`config.mk`:
```
export PLATFORM = sky130hd
export DESIGN_NAME = disp_timing_gen
export DESIGN_NICKNAME = d
export VERILOG_FILES = /design/src/rtl/dtg_pkg.sv /design/src/rtl/dtg_regs.sv /design/src/rtl/dtg_raster.sv /design/src/rtl/dtg_axis_dec.sv /design/src/rtl/disp_timing_gen.sv
export SDC_FILE = /design/constraint.sdc
export NUM_CORES = 1
export LEC_CHECK = 0
export BUFFER_PORTS_ARGS = -buffer_cell sky130_fd_sc_hd__buf_2
export CORE_MARGIN = 2
export CORE_UTILIZATION = 40
export CTS_CLUSTER_DIAMETER = 120
export DETAILED_ROUTE_END_ITERATION = 10
export PLACE_DENSITY = 0.63
export SLEW_MARGIN = 5
export SYNTH_ARGS = -nofsm -noshare
export SYNTH_HDL_FRONTEND = slang
export SYNTH_SLANG_ARGS = --single-unit
```
`constraint.sdc`:
```
create_clock -name clk -period 3.83 [get_ports clk]
set_input_delay 0.1915 -clock clk [delete_from_list [all_inputs] [get_ports clk]]
set_output_delay 0.1915 -clock clk [all_outputs]
set_load 0.02 [all_outputs]
```
`src/rtl/dtg_pkg.sv`:
```
package dtg_pkg;
  parameter int FIELD_W = 16;

  typedef enum logic [2:0] {
    A_CTRL  = 3'd0,
    A_TOTAL = 3'd1,
    A_HWIN  = 3'd2,
    A_VWIN  = 3'd3,
    A_HSW   = 3'd4,
    A_VSW   = 3'd5,
    A_STAT  = 3'd6
  } reg_addr_e;

  localparam int BIT_EN   = 3;
  localparam int BIT_STOP = 4;
  localparam int BIT_DONE = 0;
  localparam int BIT_SOF  = 4;
  localparam int BIT_EOF  = 5;

  typedef struct packed {
    logic [FIELD_W-1:0] total;
    logic [FIELD_W-1:0] win_start;
    logic [FIELD_W-1:0] win_end;
    logic [FIELD_W-1:0] sync_w;
  } axis_t;

  typedef struct packed {
    axis_t h;
    axis_t v;
  } geom_t;

  typedef struct packed {
    logic eof_f;
    logic sof_f;
    logic done_f;
  } flags_t;

  function automatic logic in_span(input logic [FIELD_W-1:0] c,
                                   input logic [FIELD_W-1:0] lo,
                                   input logic [FIELD_W-1:0] hi);
    return (c >= lo) && (c < hi);
  endfunction

  function automatic logic at_last(input logic [FIELD_W-1:0] c,
                                   input logic [FIELD_W-1:0] tot);
    return c == (tot - 1'b1);
  endfunction

  function automatic flags_t flags_next(input flags_t cur, input logic wr,
                                        input logic [31:0] wd, input logic sof_e,
                                        input logic eof_e, input logic done_e);
    flags_t n;
    n = cur;
    if (wr) begin
      n.done_f = cur.done_f & wd[BIT_DONE];
      n.sof_f  = cur.sof_f  & wd[BIT_SOF];
      n.eof_f  = cur.eof_f  & wd[BIT_EOF];
    end
    n.done_f = n.done_f | done_e;
    n.sof_f  = n.sof_f  | sof_e;
    n.eof_f  = n.eof_f  | eof_e;
    return n;
  endfunction
endpackage

```
`src/rtl/dtg_regs.sv`:
```
module dtg_regs
  import dtg_pkg::*;
#(
  parameter int ADDR_W = 3,
  parameter int DATA_W = 32
) (
  input  logic              clk,
  input  logic              rst_n,
  input  logic              wr_en,
  input  logic [ADDR_W-1:0] wr_addr,
  input  logic [DATA_W-1:0] wr_data,
  input  logic [ADDR_W-1:0] rd_addr,
  output logic [DATA_W-1:0] rd_data,
  input  logic              sof_evt,
  input  logic              eof_evt,
  input  logic              done_evt,
  output logic              ctrl_en,
  output logic              ctrl_stop,
  output geom_t             geom_live
);
  localparam int HI = DATA_W - 1;
  localparam int LO_TOP = DATA_W / 2;

  flags_t flags_q;
  logic   stat_wr;

  assign stat_wr = wr_en && (wr_addr == ADDR_W'(A_STAT));

  always_ff @(posedge clk or negedge rst_n) begin
    if (!rst_n) begin
      ctrl_en   <= 1'b0;
      ctrl_stop <= 1'b0;
      geom_live <= '0;
    end else if (wr_en) begin
      case (wr_addr)
        ADDR_W'(A_CTRL): begin
          ctrl_en   <= wr_data[BIT_EN];
          ctrl_stop <= wr_data[BIT_STOP];
        end
        ADDR_W'(A_TOTAL): begin
          geom_live.h.total <= wr_data[HI:LO_TOP];
          geom_live.v.total <= wr_data[LO_TOP-1:0];
        end
        ADDR_W'(A_HWIN): begin
          geom_live.h.win_start <= wr_data[HI:LO_TOP];
          geom_live.h.win_end   <= wr_data[LO_TOP-1:0];
        end
        ADDR_W'(A_VWIN): begin
          geom_live.v.win_start <= wr_data[HI:LO_TOP];
          geom_live.v.win_end   <= wr_data[LO_TOP-1:0];
        end
        ADDR_W'(A_HSW): geom_live.h.sync_w <= wr_data[LO_TOP-1:0];
        ADDR_W'(A_VSW): geom_live.v.sync_w <= wr_data[LO_TOP-1:0];
        default: ;
      endcase
    end
  end

  always_ff @(posedge clk or negedge rst_n) begin
    if (!rst_n) flags_q <= '0;
    else        flags_q <= flags_next(flags_q, stat_wr, wr_data, sof_evt, eof_evt, done_evt);
  end

  always_comb begin
    rd_data = '0;
    case (rd_addr)
      ADDR_W'(A_CTRL): begin
        rd_data[BIT_EN]   = ctrl_en;
        rd_data[BIT_STOP] = ctrl_stop;
      end
      ADDR_W'(A_TOTAL): rd_data = {geom_live.h.total, geom_live.v.total};
      ADDR_W'(A_HWIN):  rd_data = {geom_live.h.win_start, geom_live.h.win_end};
      ADDR_W'(A_VWIN):  rd_data = {geom_live.v.win_start, geom_live.v.win_end};
      ADDR_W'(A_HSW):   rd_data[LO_TOP-1:0] = geom_live.h.sync_w;
      ADDR_W'(A_VSW):   rd_data[LO_TOP-1:0] = geom_live.v.sync_w;
      ADDR_W'(A_STAT): begin
        rd_data[BIT_DONE] = flags_q.done_f;
        rd_data[BIT_SOF]  = flags_q.sof_f;
        rd_data[BIT_EOF]  = flags_q.eof_f;
      end
      default: ;
    endcase
  end

  // a completed stop is remembered
  p_done_sticky_r8: assert property (@(posedge clk) disable iff (!rst_n)
    done_evt |=> flags_q.done_f);

  // a zero write with no event in flight empties the flags
  p_flags_clear_r9: assert property (@(posedge clk) disable iff (!rst_n)
    (stat_wr && wr_data == '0 && !sof_evt && !eof_evt && !done_evt) |=> (flags_q == '0));
endmodule

```
`src/rtl/dtg_raster.sv`:
```
module dtg_raster
  import dtg_pkg::*;
(
  input  logic               clk,
  input  logic               rst_n,
  input  logic               ctrl_en,
  input  logic               ctrl_stop,
  input  geom_t              geom_live,
  output geom_t              geom_sh,
  output logic               running,
  output logic [FIELD_W-1:0] hcnt,
  output logic [FIELD_W-1:0] vcnt,
  output logic               line_end,
  output logic               frame_end,
  output logic               done_evt
);
  logic start_evt;

  assign start_evt = !running && ctrl_en && !ctrl_stop;
  assign line_end  = running && at_last(hcnt, geom_sh.h.total);
  assign frame_end = line_end && at_last(vcnt, geom_sh.v.total);
  assign done_evt  = frame_end && ctrl_en && ctrl_stop;

  always_ff @(posedge clk or negedge rst_n) begin
    if (!rst_n) begin
      running <= 1'b0;
      hcnt    <= '0;
      vcnt    <= '0;
      geom_sh <= '0;
    end else if (start_evt) begin
      running <= 1'b1;
      hcnt    <= '0;
      vcnt    <= '0;
      geom_sh <= geom_live;
    end else if (running) begin
      if (!ctrl_en) begin
        running <= 1'b0;
        hcnt    <= '0;
        vcnt    <= '0;
      end else if (line_end) begin
        hcnt <= '0;
        if (frame_end) begin
          vcnt <= '0;
          if (ctrl_stop) running <= 1'b0;
          else           geom_sh <= geom_live;
        end else begin
          vcnt <= vcnt + 1'b1;
        end
      end else begin
        hcnt <= hcnt + 1'b1;
      end
    end
  end

  // horizontal count advances by one inside a line
  p_h_step_r3: assert property (@(posedge clk) disable iff (!rst_n)
    (running && ctrl_en && !line_end) |=> (hcnt == $past(hcnt) + 1'b1));

  // horizontal count stays below the working total
  p_h_bound_r3: assert property (@(posedge clk) disable iff (!rst_n)
    (running && geom_sh.h.total != '0) |-> (hcnt < geom_sh.h.total));

  // working geometry only changes at a frame wrap
  p_shadow_hold_r7: assert property (@(posedge clk) disable iff (!rst_n)
    (running && !frame_end) |=> $stable(geom_sh));
endmodule

```
`src/rtl/dtg_axis_dec.sv`:
```
module dtg_axis_dec
  import dtg_pkg::*;
(
  input  logic               running,
  input  logic [FIELD_W-1:0] cnt,
  input  axis_t              ax,
  output logic               sync_o,
  output logic               act_o,
  output logic [FIELD_W-1:0] off_o
);
  assign sync_o = running && (cnt < ax.sync_w);
  assign act_o  = running && in_span(cnt, ax.win_start, ax.win_end);
  assign off_o  = cnt - ax.win_start;
endmodule

```
`src/rtl/disp_timing_gen.sv`:
```
module disp_timing_gen
  import dtg_pkg::*;
#(
  parameter int ADDR_W = 3,
  parameter int DATA_W = 32
) (
  input  logic              clk,
  input  logic              rst_n,
  input  logic              wr_en,
  input  logic [ADDR_W-1:0] wr_addr,
  input  logic [DATA_W-1:0] wr_data,
  input  logic [ADDR_W-1:0] rd_addr,
  output logic [DATA_W-1:0] rd_data,
  output logic              hsync,
  output logic              vsync,
  output logic              de,
  output logic [15:0]       px_x,
  output logic [15:0]       px_y,
  output logic              sof,
  output logic              eof
);
  localparam int N_AXES = 2;

  geom_t              geom_live, geom_sh;
  logic               ctrl_en, ctrl_stop;
  logic               running, line_end, frame_end, done_evt;
  logic [FIELD_W-1:0] hcnt, vcnt;
  logic [FIELD_W-1:0] ax_cnt  [N_AXES];
  axis_t              ax_geom [N_AXES];
  logic               ax_sync [N_AXES];
  logic               ax_act  [N_AXES];
  logic [FIELD_W-1:0] ax_off  [N_AXES];

  dtg_regs #(.ADDR_W(ADDR_W), .DATA_W(DATA_W)) u_regs (
    .clk(clk), .rst_n(rst_n), .wr_en(wr_en), .wr_addr(wr_addr), .wr_data(wr_data),
    .rd_addr(rd_addr), .rd_data(rd_data), .sof_evt(sof), .eof_evt(eof),
    .done_evt(done_evt), .ctrl_en(ctrl_en), .ctrl_stop(ctrl_stop), .geom_live(geom_live)
  );

  dtg_raster u_raster (
    .clk(clk), .rst_n(rst_n), .ctrl_en(ctrl_en), .ctrl_stop(ctrl_stop),
    .geom_live(geom_live), .geom_sh(geom_sh), .running(running),
    .hcnt(hcnt), .vcnt(vcnt), .line_end(line_end), .frame_end(frame_end),
    .done_evt(done_evt)
  );

  assign ax_cnt[0]  = hcnt;
  assign ax_cnt[1]  = vcnt;
  assign ax_geom[0] = geom_sh.h;
  assign ax_geom[1] = geom_sh.v;

  for (genvar a = 0; a < N_AXES; a++) begin : g_axis
    dtg_axis_dec u_dec (
      .running(running), .cnt(ax_cnt[a]), .ax(ax_geom[a]),
      .sync_o(ax_sync[a]), .act_o(ax_act[a]), .off_o(ax_off[a])
    );
  end

  assign hsync = ax_sync[0];
  assign vsync = ax_sync[1];
  assign de    = ax_act[0] && ax_act[1];
  assign px_x  = de ? ax_off[0] : '0;
  assign px_y  = de ? ax_off[1] : '0;
  assign sof   = running && (hcnt == '0) && (vcnt == '0);
  assign eof   = frame_end;

  // the first running cycle is a frame start
  p_sof_on_start_r2: assert property (@(posedge clk) disable iff (!rst_n)
    $rose(running) |-> sof);

  // a graceful stop happens only on the last pixel
  p_stop_on_eof_r8: assert property (@(posedge clk) disable iff (!rst_n)
    done_evt |-> eof);

  // after a graceful stop the raster is idle and quiet
  p_idle_after_stop_r8: assert property (@(posedge clk) disable iff (!rst_n)
    done_evt |=> (!running && !de && !hsync));
endmodule

```
Word-level counts from Yosys, hierarchy flattened

Cells that the tools add are included.

Register bits: 294
Input bits: 41
Output and inout bits: 69
Logic and storage cells: 123

Add/sub/neg operators: 6
Magnitude comparators: 6
Equal/unequal tests: 16
Mux-type cells: 31
Bitwise gates (word level): 6
Reduce and logical (&&, ||, !) cells: 34

Operators with widths:

| kind                    | number |
|---|---|
| $mux W128               | 6 |
| $mux W16                | 11 |
| $lt A16 B16 Y1          | 4 |
| $pmux W10 S5            | 1 |
| $pmux W16 S3            | 1 |
| $add A16 B1 Y16 const B | 2 |
| $eq A16 B16 Y1          | 2 |
| $ge A16 B16 Y1          | 2 |
| $logic_not A16 Y1       | 2 |
| $sub A16 B1 Y16 const B | 2 |
| $sub A16 B16 Y16        | 2 |
| $eq A3 B3 Y1 const B    | 6 |
| $pmux W1 S6             | 3 |
| $logic_and A1 B1 Y1     | 16 |
| $reduce_and A2 Y1       | 7 |
| $eq A3 B2 Y1 const B    | 4 |
| $pmux W2 S5             | 1 |
| $reduce_bool A2 Y1      | 4 |
| $pmux W1 S7             | 1 |
| $eq A3 B1 Y1 const B    | 2 |
| $logic_not A3 Y1        | 2 |
| $mux W1                 | 6 |
| $reduce_and A5 Y1       | 1 |
| $and A1 B1 Y1           | 3 |
| 5 further kinds         | 8 |

Depth between registers and ports, before layout

Gate-level depths: netlist of run 1.

Word-level depth: 9
Mapped depth: 14

Hierarchy

A second synthesis of run 1 with hierarchy kept.

Cells, all modules: 1583
Area, all modules: 17524.3 sq um

By module, submodules not included:

| module                          | instances | cells each | area an instance (sq um) | sequential area each (sq um) |
|---|---|---|---|---|
| dtg_raster                      | 1         | 626        | 7604.8                   | 4028.9 |
| dtg_regs                        | 1         | 450        | 6289.8                   | 3328.2 |
| dtg_axis_dec at g_axis[0].u_dec | 1         | 228        | 1650.3                   | 0.0 |
| dtg_axis_dec at g_axis[1].u_dec | 1         | 228        | 1640.3                   | 0.0 |
| disp_timing_gen                 | 1         | 51         | 339.1                    | 0.0 |

Worst setup path before layout of run 1

OpenSTA, ideal clock, no wires.

Kind: flip-flop to flip-flop
Start point: register u_raster.geom_sh[112] (netlist name)
End point: register u_raster.geom_sh[0] (netlist name)
Setup time: 0.125 ns
Arrival time: 3.307 ns
Slack: 0.398 ns
Cell stages (with the launch flop): 14
Path buffers: 3
Clock period less this slack: 3.432 ns
Cells stage by stage: dfrtp_1 > inv_1 > ha_1 > or4b_1 > buf_2 > or4_4 > or3_1 > a2111oi_4 > nand4bb_2 > nand2_1 > nand2_2 > buf_6 > buf_8 > mux2_4

Word-level cells in the longest chain between the ends: 6

Ends and longest elaborated chain:

| item                                   | RTL line         | RTL |
|---|---|---|
| $sub A16 B1 Y16 (*)                    | dtg_pkg.sv:46    | `return c == (tot - 1'b1);` |
| $eq A16 B16 Y1 (*)                     | dtg_pkg.sv:46    |  |
| $logic_and A1 B1 Y1 (*)                | dtg_raster.sv:20 | `assign line_end = running && at_last(hcnt, geom_sh.h.total);` |
| $logic_and A1 B1 Y1                    | dtg_raster.sv:21 | `assign frame_end = line_end && at_last(vcnt, geom_sh.v.total);` |
| $reduce_bool A2 Y1 (no source line)    | -                |  |
| $reduce_and A5 Y1 (no source line) (*) | -                |  |

Mark *: on every way between the ends. The rest lies on a longest branch, timed or not.
A chain may end at the register's enable or synchronous reset.

Worst setup path after layout of run 1

Start point: register u_raster.hcnt[0]
End point: output port px_x[11]

Word-level cells in the longest chain between the ends: 5

Ends and longest elaborated chain:

| item                                                    | RTL line              | RTL |
|---|---|---|
| start, declared                                         | dtg_raster.sv:11      | `output logic [FIELD_W-1:0] hcnt,` |
| start signal, assigned                                  | dtg_raster.sv:50      | `hcnt <= hcnt + 1'b1;` |
| $ge A16 B16 Y1 / $lt A16 B16 Y1 (equally long branches) | dtg_pkg.sv:41         | `return (c >= lo) && (c < hi);` |
| $logic_and A1 B1 Y1                                     | dtg_pkg.sv:41         |  |
| $logic_and A1 B1 Y1                                     | dtg_axis_dec.sv:12    | `assign act_o = running && in_span(cnt, ax.win_start, ax.win_end);` |
| $logic_and A1 B1 Y1                                     | disp_timing_gen.sv:61 | `assign de = ax_act[0] && ax_act[1];` |
| $mux W16 (*)                                            | disp_timing_gen.sv:62 | `assign px_x = de ? ax_off[0] : '0;` |
| end, declared                                           | disp_timing_gen.sv:17 | `output logic [15:0] px_x,` |

Marked as above.

==> run metrics, run 1 <==
outcome=finished clean; share of flip-flops with an asynchronous set or reset=1.00; CTS tree=yes; clock sink count=294; Leakage Power=9.98 nW; post-synth design cell area=17,300 um^2; final core occ=0.484; global-route wire length before repair=76.2 mm; final number of setup-violating endpoints=0; critical-path cell list=inv_2, ha_4, inv_2, fa_2, a21o_1, a21oi_2, o211ai_1, a221o_1, o21ai_2, a21oi_2, nand4b_1, buf_6, buf_12, buf_8, nor2_1, buf_4; final-report max-slew violation count=0; I/O Buffers=109; Filler Cell Count=3,870; multiplexer share of the synthesized area=0.218; Die Outline Area=45,000 um^2; number of levels in the clock H-tree=1; Post-Syn Instances=1,524; cell with the largest stage delay on the worst path=sky130_fd_sc_hd__dfrtp_1; parity-gate share of the synthesized area counting xor and xnor cells=0.0428; clock root buffer=sky130_fd_sc_hd__clkbuf_16; post-synth cell types=74; Final Cell Area=20,800 um^2; number of vias per cell=5.47; dominant combinational cell family by area after synthesis=multiplexers; Inserted Clock Buffers=31; largest net degree at the start of global routing=128; final weighted congestion in routability-driven placement=0.872; Starting Density=0.404; slew at the pin closest to its max-slew limit=1.09 ns; number of antenna-violating nets in the routed design=0; WL per Instance=21.6 um; worst path setup slack after routing=0.0709 ns; most frequent standard cell in the layout excluding fill and tap cells=sky130_fd_sc_hd__dfrtp_1; Largest delay share family, worst path=compound AO/OA/AOI/OAI gates; Via Count=12.7k; Max-Cap Viols=0; area delta synth->final=20.0%; initial DRC count=919; setup repair after global routing missed its margin=yes; number of placement rows=76; shortest clock period the worst path allows after layout=3.76 ns; initial antenna violation count=1; Ys Warns=0; Overflow after GRT=0; post-synthesis share of cell area spent on and, or, nand and nor gates=0.104; residual DRC count=0; Final Hold Vio Count=0; Max Clock Freq=0.266 GHz; number of search-and-repair iterations in the first detailed-routing pass=5; sequential-to-total area share from yosys stat=0.425; kind of start point of the critical path=flip-flop; final worst-path cycle share=0.982; latest clock arrival within the worst-skew pair=0.60 ns; power density over the cells=640 nW/um^2; fraction of final layout cells with drive strength greater than 1=0.343; half-perimeter wire length after placement=36.5 mm; DIE HEIGHT=212 um; via count of the first global-routing pass=12.7k; CTS Buffer Depth=3; area of the core region=42,900 um^2; Post-Syn Nets=1,665; adder-cell area share of the yosys netlist=0.0731; maximum cell stage delay along the critical path=0.39 ns; net count reported at finish=1,864; synthesized flop and latch total=294; most frequent cells in the layout=290 x sky130_fd_sc_hd__dfrtp_1, 151 x sky130_fd_sc_hd__mux2_2, 120 x sky130_fd_sc_hd__mux2_4; pre-CTS WS=0.133 ns; Layout Skew=0.0162 ns; Worst Path Required=3.64 ns; endpoint type of the worst setup path=output pin; dominant synthesized flop cell=sky130_fd_sc_hd__dfrtp_1; relative slew slack=0.271; Mean Syn Cell Area=11.4 um^2; CP Data Arrival Time=3.57 ns; crit path kind=reg -> out; total wirelength of the detailed-routed design=50.4 mm; clock slew seen by the registers of the worst setup and hold paths=0.06 ns; Post-DP Area=18,800 um^2; Ports=110; Synth Area in Compound Gates=0.0885; global router's overall resource usage=0.224; count of flip-flops with a built-in enable after synthesis=0; HP Class=in -> reg; CP bufs+invs=6; maximum VDD drop=0.402 mV; die outline width=212 um; peak fanout along the critical path=7
[logic make-up after synthesis]
kind of cell / count (synthesis)
adder cells (fa/ha/maj): 100
AND/OR/NAND/NOR: 344
buffers and inverters: 182
XOR/XNOR: 83
AO/OA/AOI/OAI: 225
flip-flops: 294
multiplexers: 296
[report_power, final]
| part | internal, mW | total (mW) | switching, mW |
|---|---|---|---|
| logic | 2.79 | 5.25 | 2.46 |
| registers | 4.12 | 5.10 | 0.981 |
| clock network | 1.67 | 2.95 | 1.28 |
[layer usage]
metal	up-vias	track usage	part of all wire	wire length, um
met4	0	0.0736	0.033	1660
li1	5840	-	-	-
met3	89	0.0310	0.053	2670
met1	6417	0.322	0.47	23700
met2	397	0.348	0.44	22400
met5	-	0	0	0
[cells in the mapped netlist, types with 37 or more instances]
master	number	area share
sky130_fd_sc_hd__dfrtp_1	294	0.42
sky130_fd_sc_hd__nand2_1	46	0.010
sky130_fd_sc_hd__a21oi_1	57	0.016
sky130_fd_sc_hd__clkbuf_1	41	0.0089
sky130_fd_sc_hd__mux2_4	120	0.10
sky130_fd_sc_hd__xor2_1	45	0.023
sky130_fd_sc_hd__ha_1	98	0.071
sky130_fd_sc_hd__o21ai_0	39	0.011
sky130_fd_sc_hd__nor2_1	107	0.023
sky130_fd_sc_hd__mux2_2	151	0.098
sky130_fd_sc_hd__inv_1	116	0.025
sky130_fd_sc_hd__xnor2_1	37	0.019
[worst min-delay path, cell delays in order]
cell	delay, ns
sky130_fd_sc_hd__buf_2	0.13
sky130_fd_sc_hd__nand4b_1	0.21
sky130_fd_sc_hd__o21ai_0	0.10
sky130_fd_sc_hd__o21ai_0	0.07
[final cells by class]
class	instances	area (um^2)	share of cell area
multi-input cells	1048	9410	0.453
clock inverters	10	98.8	0.00476
diodes	1	2.50	0.000120
inverters	116	435	0.0210
flip-flops and latches	294	7360	0.354
clock buffers	44	885	0.0426
well taps	585	732	0.0352
repair buffers	232	1850	0.0890
[sequential cells by signal, summed over array words and instances, names as in the netlist]
signal and count:
u_raster.geom_sh 128, u_regs.geom_live 128, u_raster.hcnt 16, u_raster.vcnt 16, u_regs.flags_q 3, u_raster.running 1
u_regs.ctrl_en 1, u_regs.ctrl_stop 1
[per-stage QoR]
step,hold WS (ns),power (mW),setup TNS [ns],std cells
finish,0.141,13.3,0,2330
global route,0.153,14.1,-0.456,2329
CTS,0.0935,13.2,0,2322
detailed placement,0.388,9.96,0,2216
global placement,0.388,9.83,0,2216
floorplan,-0.104,8.56,0,1524
[final timing paths]
kind | from | end | slack [ns] | cells past startpoint
setup / recovery | u_raster.hcnt[0] | px_x[11] | 0.07 | 16
hold / removal | wr_en | u_regs.flags_q[0] | 0.14 | 4
setup reg to reg | u_raster.geom_sh[112] | u_raster.geom_sh[79] | 0.16 | 14
hold reg to reg | u_raster.geom_sh[79] | u_raster.geom_sh[79] | 0.50 | 1
max in group asynchronous | rst_n | u_regs.geom_live[13] | 2.50 | 3
min in group asynchronous | rst_n | u_raster.geom_sh[36] | 0.30 | 2
[repair_timing]
| action | CTS | global route |
|---|---|---|
| hold buffers | 33 | 0 |
| setup endpoints to repair | 34 | 175 |
| cloned | 2 | 1 |
| buffers inserted | 17 | 8 |
| pin swaps | 13 | 23 |
| endpoints found under the hold margin | 256 | 0 |
| gates resized for setup | 37 | 92 |
Note: power is estimated with default switching activity, not from simulation.
==> run 2, diff against run 1 <==
--- a/config.mk
+++ b/config.mk
@@ -5,6 +5,7 @@
 export SDC_FILE = /design/constraint.sdc
 export NUM_CORES = 1
 export LEC_CHECK = 0
+export ABC_AREA = 1
 export BUFFER_PORTS_ARGS = -buffer_cell sky130_fd_sc_hd__buf_2
 export CORE_MARGIN = 2
 export CORE_UTILIZATION = 40
==> run 2 against run 1 <==
Net effect: fmax increased by 4.9%; hold slack got worse by 0.13 ns; sequential power decreased by 5.5%; critical path depth unchanged; clock skew decreased by 0.0046 ns; final cell count increased by 27%; first-iteration DRC count increased by 39%; power decreased by 2.7%; critical path type unchanged; critical endpoint is now px_y[10].
==> run metrics, run 2 <==
WL per Instance=18.1 um; slew at the pin closest to its max-slew limit=1.18 ns; outcome=finished clean; cell depth of the worst min-delay path=3; area fraction of the dominant cell type after synthesis=0.428; die outline width=211 um; kind of start point of the critical path=flip-flop; Worst Path Required=3.64 ns; Inserted Clock Buffers=34; portion of total power attributed to the clock network=0.246; area delta synth->final=14.0%; clock slew seen by the registers of the worst setup and hold paths=0.06 ns; via count of the first global-routing pass=15.7k; setup repair after global routing missed its margin=no; DIE HEIGHT=211 um; pre-CTS WS=0.161 ns; final number of setup-violating endpoints=0; end of the worst register-to-register path=u_raster.geom_sh[13]; Mean Syn Cell Area=7.54 um^2; HP Class=in -> reg; largest cells by area after synthesis=sky130_fd_sc_hd__dfrtp_1 43%, sky130_fd_sc_hd__nand2_1 15%, sky130_fd_sc_hd__ha_1 7.1%, sky130_fd_sc_hd__nand3_1 6.4%, sky130_fd_sc_hd__inv_1 5.5%; ranking of synthesized cells by instance count=710 x sky130_fd_sc_hd__nand2_1, 294 x sky130_fd_sc_hd__dfrtp_1, 250 x sky130_fd_sc_hd__inv_1, 220 x sky130_fd_sc_hd__nand3_1, 165 x sky130_fd_sc_hd__o21ai_0; total wirelength of the detailed-routed design=53.4 mm; global router's overall resource usage=0.245; net count reported at finish=2,529; crit path kind=reg -> out; Final Hold Vio Count=0; Sw Ratio=0.409; registers with the highest flip-flop counts=u_raster.geom_sh: 128 flops, u_regs.geom_live: 128 flops; clock root buffer=sky130_fd_sc_hd__clkbuf_16; synthesized flop and latch total=294; initial DRC count=1,275; final-report max-slew violation count=0; Layout Skew=0.0117 ns; critical path endpoint=px_y[10]; most frequent standard cell in the layout excluding fill and tap cells=sky130_fd_sc_hd__nand2_1; Post-CTS Repair Setup Buffers=0; initial antenna violation count=2; Filler Cell Count=4,282; final weighted congestion in routability-driven placement=0.917; share of flip-flops with an asynchronous set or reset=1.00; area of the core region=42,200 um^2; CTS Buffer Depth=3; power density over the cells=660 nW/um^2; count of flip-flops with a built-in enable after synthesis=0; dominant synthesized flop cell=sky130_fd_sc_hd__dfrtp_1; sequential-to-total area share from yosys stat=0.428; Max-Cap Viols=0; shortest clock period the worst path allows after layout=3.58 ns; post-synth cell types=46; endpoint type of the worst setup path=output pin; worst path setup slack after routing=0.248 ns; relative slew slack=0.212; Overflow after GRT=0; Ys Warns=0; Starting Density=0.407; number of antenna-violating nets in the routed design=0; setup slack of the most critical reg-to-reg path=0.67 ns; most frequent cells in the layout=707 x sky130_fd_sc_hd__nand2_1, 294 x sky130_fd_sc_hd__dfrtp_1, 250 x sky130_fd_sc_hd__inv_1; global-route wire length before repair=84.9 mm; Die Outline Area=44,700 um^2; number of vias per cell=5.30; clock sink count=294; number of levels in the clock H-tree=2; Post-Syn Instances=2,280; share of power burned in combinational logic=0.382; Final Total Pwr=12.9 mW; peak fanout along the critical path=11; Post-Syn Nets=2,421; worst-case reg-to-reg path depth=11; latest clock arrival within the worst-skew pair=0.53 ns; maximum VDD drop=0.298 mV; Ports=110; residual DRC count=0; number of search-and-repair iterations in the first detailed-routing pass=5; reg2reg start=u_raster.geom_sh[50]; internal portion of total power=7.64 mW; post-synth design cell area=17,200 um^2; I/O Buffers=109; startpoint of the worst setup timing path=u_raster.vcnt[0]; number of placement rows=75; largest net degree at the start of global routing=130; fraction of final layout cells with drive strength greater than 1=0.0922; Max Clock Freq=0.279 GHz; Switch Pwr=5.30 mW; cell with the most instances after synthesis=sky130_fd_sc_hd__nand2_1; top cell type by total area after synthesis=sky130_fd_sc_hd__dfrtp_1; Leakage Power=10.4 nW; CTS tree=yes; final worst-path cycle share=0.935; Via Count=15.6k; CP Data Arrival Time=3.39 ns; proportion of power drawn by flip-flops and latches=0.373; half-perimeter wire length after placement=39.4 mm; total negative slack for setup checks=0 ns
==> run 2: power by group through the flow <==
stage | Clock (mW) | Combinational, mW | Sequential, mW
2_1_floorplan | 0 | 3.78 | 4.55
3_3_place_gp | 0 | 4.83 | 4.85
3_5_place_dp | 0 | 4.90 | 4.86
4_1_cts | 3.23 | 4.95 | 4.82
5_1_grt | 3.36 | 5.75 | 4.94
6_report | 3.18 | 4.94 | 4.82
==> run 2: stage by stage <==
step	util	hold slack, ns	instances	instance area (um^2)
detailed placement	0.435	0.336	2877	18400
floorplan	-	-0.104	2280	17200
global route	0.464	0.0214	2947	19600
CTS	0.464	0.00472	2947	19600
global placement	0.435	0.331	2877	18400
finish	0.465	0.0152	2948	19600
==> run 2: critical path, cell delays in order, from the launching register on <==
cell                      delay [ns]
sky130_fd_sc_hd__dfrtp_1        0.43
sky130_fd_sc_hd__inv_1          0.20
sky130_fd_sc_hd__ha_1           0.21
sky130_fd_sc_hd__inv_1          0.07
sky130_fd_sc_hd__fa_1           0.40
sky130_fd_sc_hd__nand2_1        0.09
sky130_fd_sc_hd__nand2_1        0.08
sky130_fd_sc_hd__a31oi_1        0.25
sky130_fd_sc_hd__o21ai_2        0.14
sky130_fd_sc_hd__nand2_1        0.08
sky130_fd_sc_hd__nand3_1        0.10
sky130_fd_sc_hd__nand3_1        0.16
sky130_fd_sc_hd__nor2_4         0.07
sky130_fd_sc_hd__nand2_4        0.17
sky130_fd_sc_hd__buf_4          0.20
sky130_fd_sc_hd__nor2_1         0.06
sky130_fd_sc_hd__buf_2          0.16
==> run 2: cells by family after synthesis <==
family,after synthesis,share of synthesized area
compound gates,304,0.0991
xor+xnor,64,0.0326
fa+ha+maj,100,0.0736
buf+inv,341,0.0821
flops,294,0.428
simple gates,1177,0.285
==> run 2: how the worst min path moves through the flow <==
| stage | startpoint | end | slack, ns |
|---|---|---|---|
| 2_1_floorplan | rst_n | u_raster.geom_sh[0] | -0.10 |
| 3_3_place_gp | rst_n | u_raster.geom_sh[105] | 0.33 |
| 3_5_place_dp | rst_n | u_raster.geom_sh[107] | 0.34 |
| 4_1_cts | wr_data[8] | u_regs.geom_live[72] | 0.005 |
| 5_1_grt | wr_data[8] | u_regs.geom_live[56] | 0.02 |
| 6_report | wr_data[10] | u_regs.geom_live[90] | 0.02 |
==> run 2: final cells by class <==
type	count	area, um^2	area share
Inverter	253	950	0.0484
Antenna cell	1	2.50	0.000128
Tap cell	539	674	0.0344
Multi-Input combinational cell	1645	8500	0.433
Timing Repair Buffer	160	1060	0.0541
Sequential cell	294	7360	0.375
Clock inverter	6	67.6	0.00344
Clock buffer	50	1000	0.0511
==> run 2: timing repair <==
action | CTS | global route
pin swaps | 0 | 0
hold buffers | 14 | 0
endpoints found under the setup margin | 33 | 33
resized for setup | 3 | 3
endpoints found under the hold margin | 132 | 0
==> run 2: metal layers <==
metal | up-vias | GRT usage | share of wire
met5 | - | 0 | 0.00039
met4 | 4 | 0.0993 | 0.038
met3 | 112 | 0.0427 | 0.065
met2 | 440 | 0.394 | 0.45
met1 | 7455 | 0.329 | 0.44
li1 | 7601 | - | -
==> run 3, diff against run 2 <==
--- a/config.mk
+++ b/config.mk
@@ -12,6 +12,7 @@
 export CTS_CLUSTER_DIAMETER = 120
 export DETAILED_ROUTE_END_ITERATION = 10
 export PLACE_DENSITY = 0.63
+export REMOVE_ABC_BUFFERS = 1
 export SLEW_MARGIN = 5
 export SYNTH_ARGS = -nofsm -noshare
 export SYNTH_HDL_FRONTEND = slang
==> run 3 against run 2 <==
Net effect: setup slack improved by 0.074 ns; die area did not move; power rose by 3.0%; flip-flop and latch count did not move; global-route usage fell by 0.66 points; hold slack improved by 0.0063 ns; clock power rose by 8.2%; first-iteration DRC count fell by 17%; sequential share of layout area fell by 0.33 points; final area rose by 0.89%; largest power group unchanged; highest routed layer is now met4.
==> run metrics, run 3 (same netlist as run 2, synthesis figures left out) <==
clock slew seen by the registers of the worst setup and hold paths=0.06 ns; Via Count=15.6k; initial DRC count=1,054; maximum VDD drop=0.324 mV; number of placement rows=75; global router's overall resource usage=0.238; cell with the largest stage delay on the worst path=sky130_fd_sc_hd__dfrtp_1; Leakage Power=10.5 nW; initial antenna violation count=0; Final Cell Area=19,800 um^2; clock root buffer=sky130_fd_sc_hd__clkbuf_16; most frequent standard cell in the layout excluding fill and tap cells=sky130_fd_sc_hd__nand2_1; crit path kind=reg -> out; most frequent cells in the layout=707 x sky130_fd_sc_hd__nand2_1, 294 x sky130_fd_sc_hd__dfrtp_1, 249 x sky130_fd_sc_hd__inv_1; final number of setup-violating endpoints=0; area of the core region=42,200 um^2; end of the worst register-to-register path=u_raster.geom_sh[82]; CP Data Arrival Time=3.32 ns; registers with the highest flip-flop counts=u_raster.geom_sh: 128 flops, u_regs.geom_live: 128 flops; Ports=110; number of levels in the clock H-tree=2; critical-path cell list=inv_1, ha_1, inv_1, fa_1, nand2_1, nand2_1, a31oi_1, o21ai_1, a21oi_1, o21bai_1, xor2_1, nor2_1, buf_2; Filler Cell Count=4,185; number of antenna-violating nets in the routed design=0; worst hold slack=0.0215 ns; final worst-path cycle share=0.916; area delta synth->final=15.1%; latest clock arrival within the worst-skew pair=0.55 ns; Starting Density=0.407; DIE HEIGHT=211 um; Max-Cap Viols=0; via count of the first global-routing pass=15.6k; endpoint type of the worst setup path=output pin; number of vias per cell=5.27; Inserted Clock Buffers=36; final weighted congestion in routability-driven placement=0.904; Worst Path Required=3.64 ns; worst-case reg-to-reg path depth=14; Post-DP Area=18,300 um^2; reg2reg start=u_raster.geom_sh[48]; CTS tree=yes; Max Clock Freq=0.285 GHz; WL per Instance=17.6 um; total wirelength of the detailed-routed design=51.9 mm; net count reported at finish=2,539; half-perimeter wire length after placement=37.1 mm; Final Hold Vio Count=0; peak fanout along the critical path=5; Overflow after GRT=0; Die Outline Area=44,700 um^2; largest net degree at the start of global routing=90; CTS Buffer Depth=3; outcome=finished clean; global-route wire length before repair=83.9 mm; setup slack of the most critical reg-to-reg path=0.73 ns; worst path setup slack after routing=0.321 ns; diodes inserted=0; HP Class=in -> reg; Hold Crit Start=wr_data[3]; relative slew slack=0.232; slew at the pin closest to its max-slew limit=1.15 ns; clock sink count=294; pre-CTS WS=0.518 ns; shortest clock period the worst path allows after layout=3.51 ns; capture endpoint of the worst hold path=u_regs.ctrl_en; setup repair after global routing missed its margin=no; fraction of final layout cells with drive strength greater than 1=0.0905; Layout Skew=0.0343 ns; maximum cell stage delay along the critical path=0.42 ns; cell depth of the worst min-delay path=3; final-report max-slew violation count=0; I/O Buffers=109; die outline width=211 um; residual DRC count=0; power density over the cells=673 nW/um^2; Final Total Pwr=13.3 mW; kind of start point of the critical path=flip-flop; number of search-and-repair iterations in the first detailed-routing pass=5
run 3: changes by cell type in the layout (fill, tap and decap cells not counted), sizes merged, moves of 2 or more:
cell and change:
dlygate4sd3 +17, clkbuf -3, clkinv +6, bufinv +2, buf -9
run 3: worst max path at each step:
stage	to	cells after the start	startpoint	slack [ns]
6_report	px_y[14]	13	u_raster.vcnt[0]	0.32
5_1_grt	px_y[15]	16	u_raster.vcnt[0]	0.05
4_1_cts	px_y[2]	16	u_raster.hcnt[0]	0.02
3_5_place_dp	px_y[2]	16	u_raster.hcnt[0]	0.52
3_3_place_gp	px_y[2]	16	u_raster.hcnt[0]	0.59
2_1_floorplan	u_raster.geom_sh[0]	5	u_regs.ctrl_en	-4.68
run 3: area by class of cell:
cell class	count	area, um^2	area share
clock buffers	47	1000	0.0507
clock inverters	13	154	0.00778
inverters	253	950	0.0480
multi-input cells	1645	8500	0.430
flip-flops and latches	294	7360	0.372
well taps	539	674	0.0341
repair buffers	168	1150	0.0582
run 3: through the flow:
stage	utilization	std cells	setup TNS [ns]
after floorplan	-	2192	-679.03
after global placement	0.434	2867	0
after detailed placement	0.434	2867	0
after CTS	0.468	2958	0
after global routing	0.469	2959	0
final	0.469	2959	0
run 3: worst max-delay path, delay by kind of cell, from the launching register on:
| kind | cells | cell delay [ns] |
|---|---|---|
| fa+ha+maj | 2 | 0.62 |
| simple gates | 3 | 0.30 |
| buf+inv | 3 | 0.44 |
| flops | 1 | 0.42 |
| compound gates | 4 | 0.87 |
| xor+xnor | 1 | 0.15 |
run 3: report_power, final:
| part | total (mW) | switching, mW | internal [mW] |
|---|---|---|---|
| clock | 3.44 | 1.39 | 2.05 |
| sequential | 4.79 | 0.791 | 4.00 |
| combinational | 5.09 | 3.33 | 1.77 |
| total | 13.3 | 5.51 | 7.82 |
run 3: repair_timing:
item                                    in CTS  in global routing
pin swaps                                    0                  1
buffers inserted                             0                  1
hold buffers                                31                  0
endpoints found under the hold margin      191                  0
gates resized for setup                      1                  3
endpoints found under the setup margin      26                 33
run 3: per-layer routing:
layer	vias to the layer above	track usage	share of wire
li1	7622	-	-
met1	7476	0.318	0.45
met2	394	0.401	0.47
met3	100	0.0326	0.047
met4	0	0.0772	0.028
met5	-	0	0
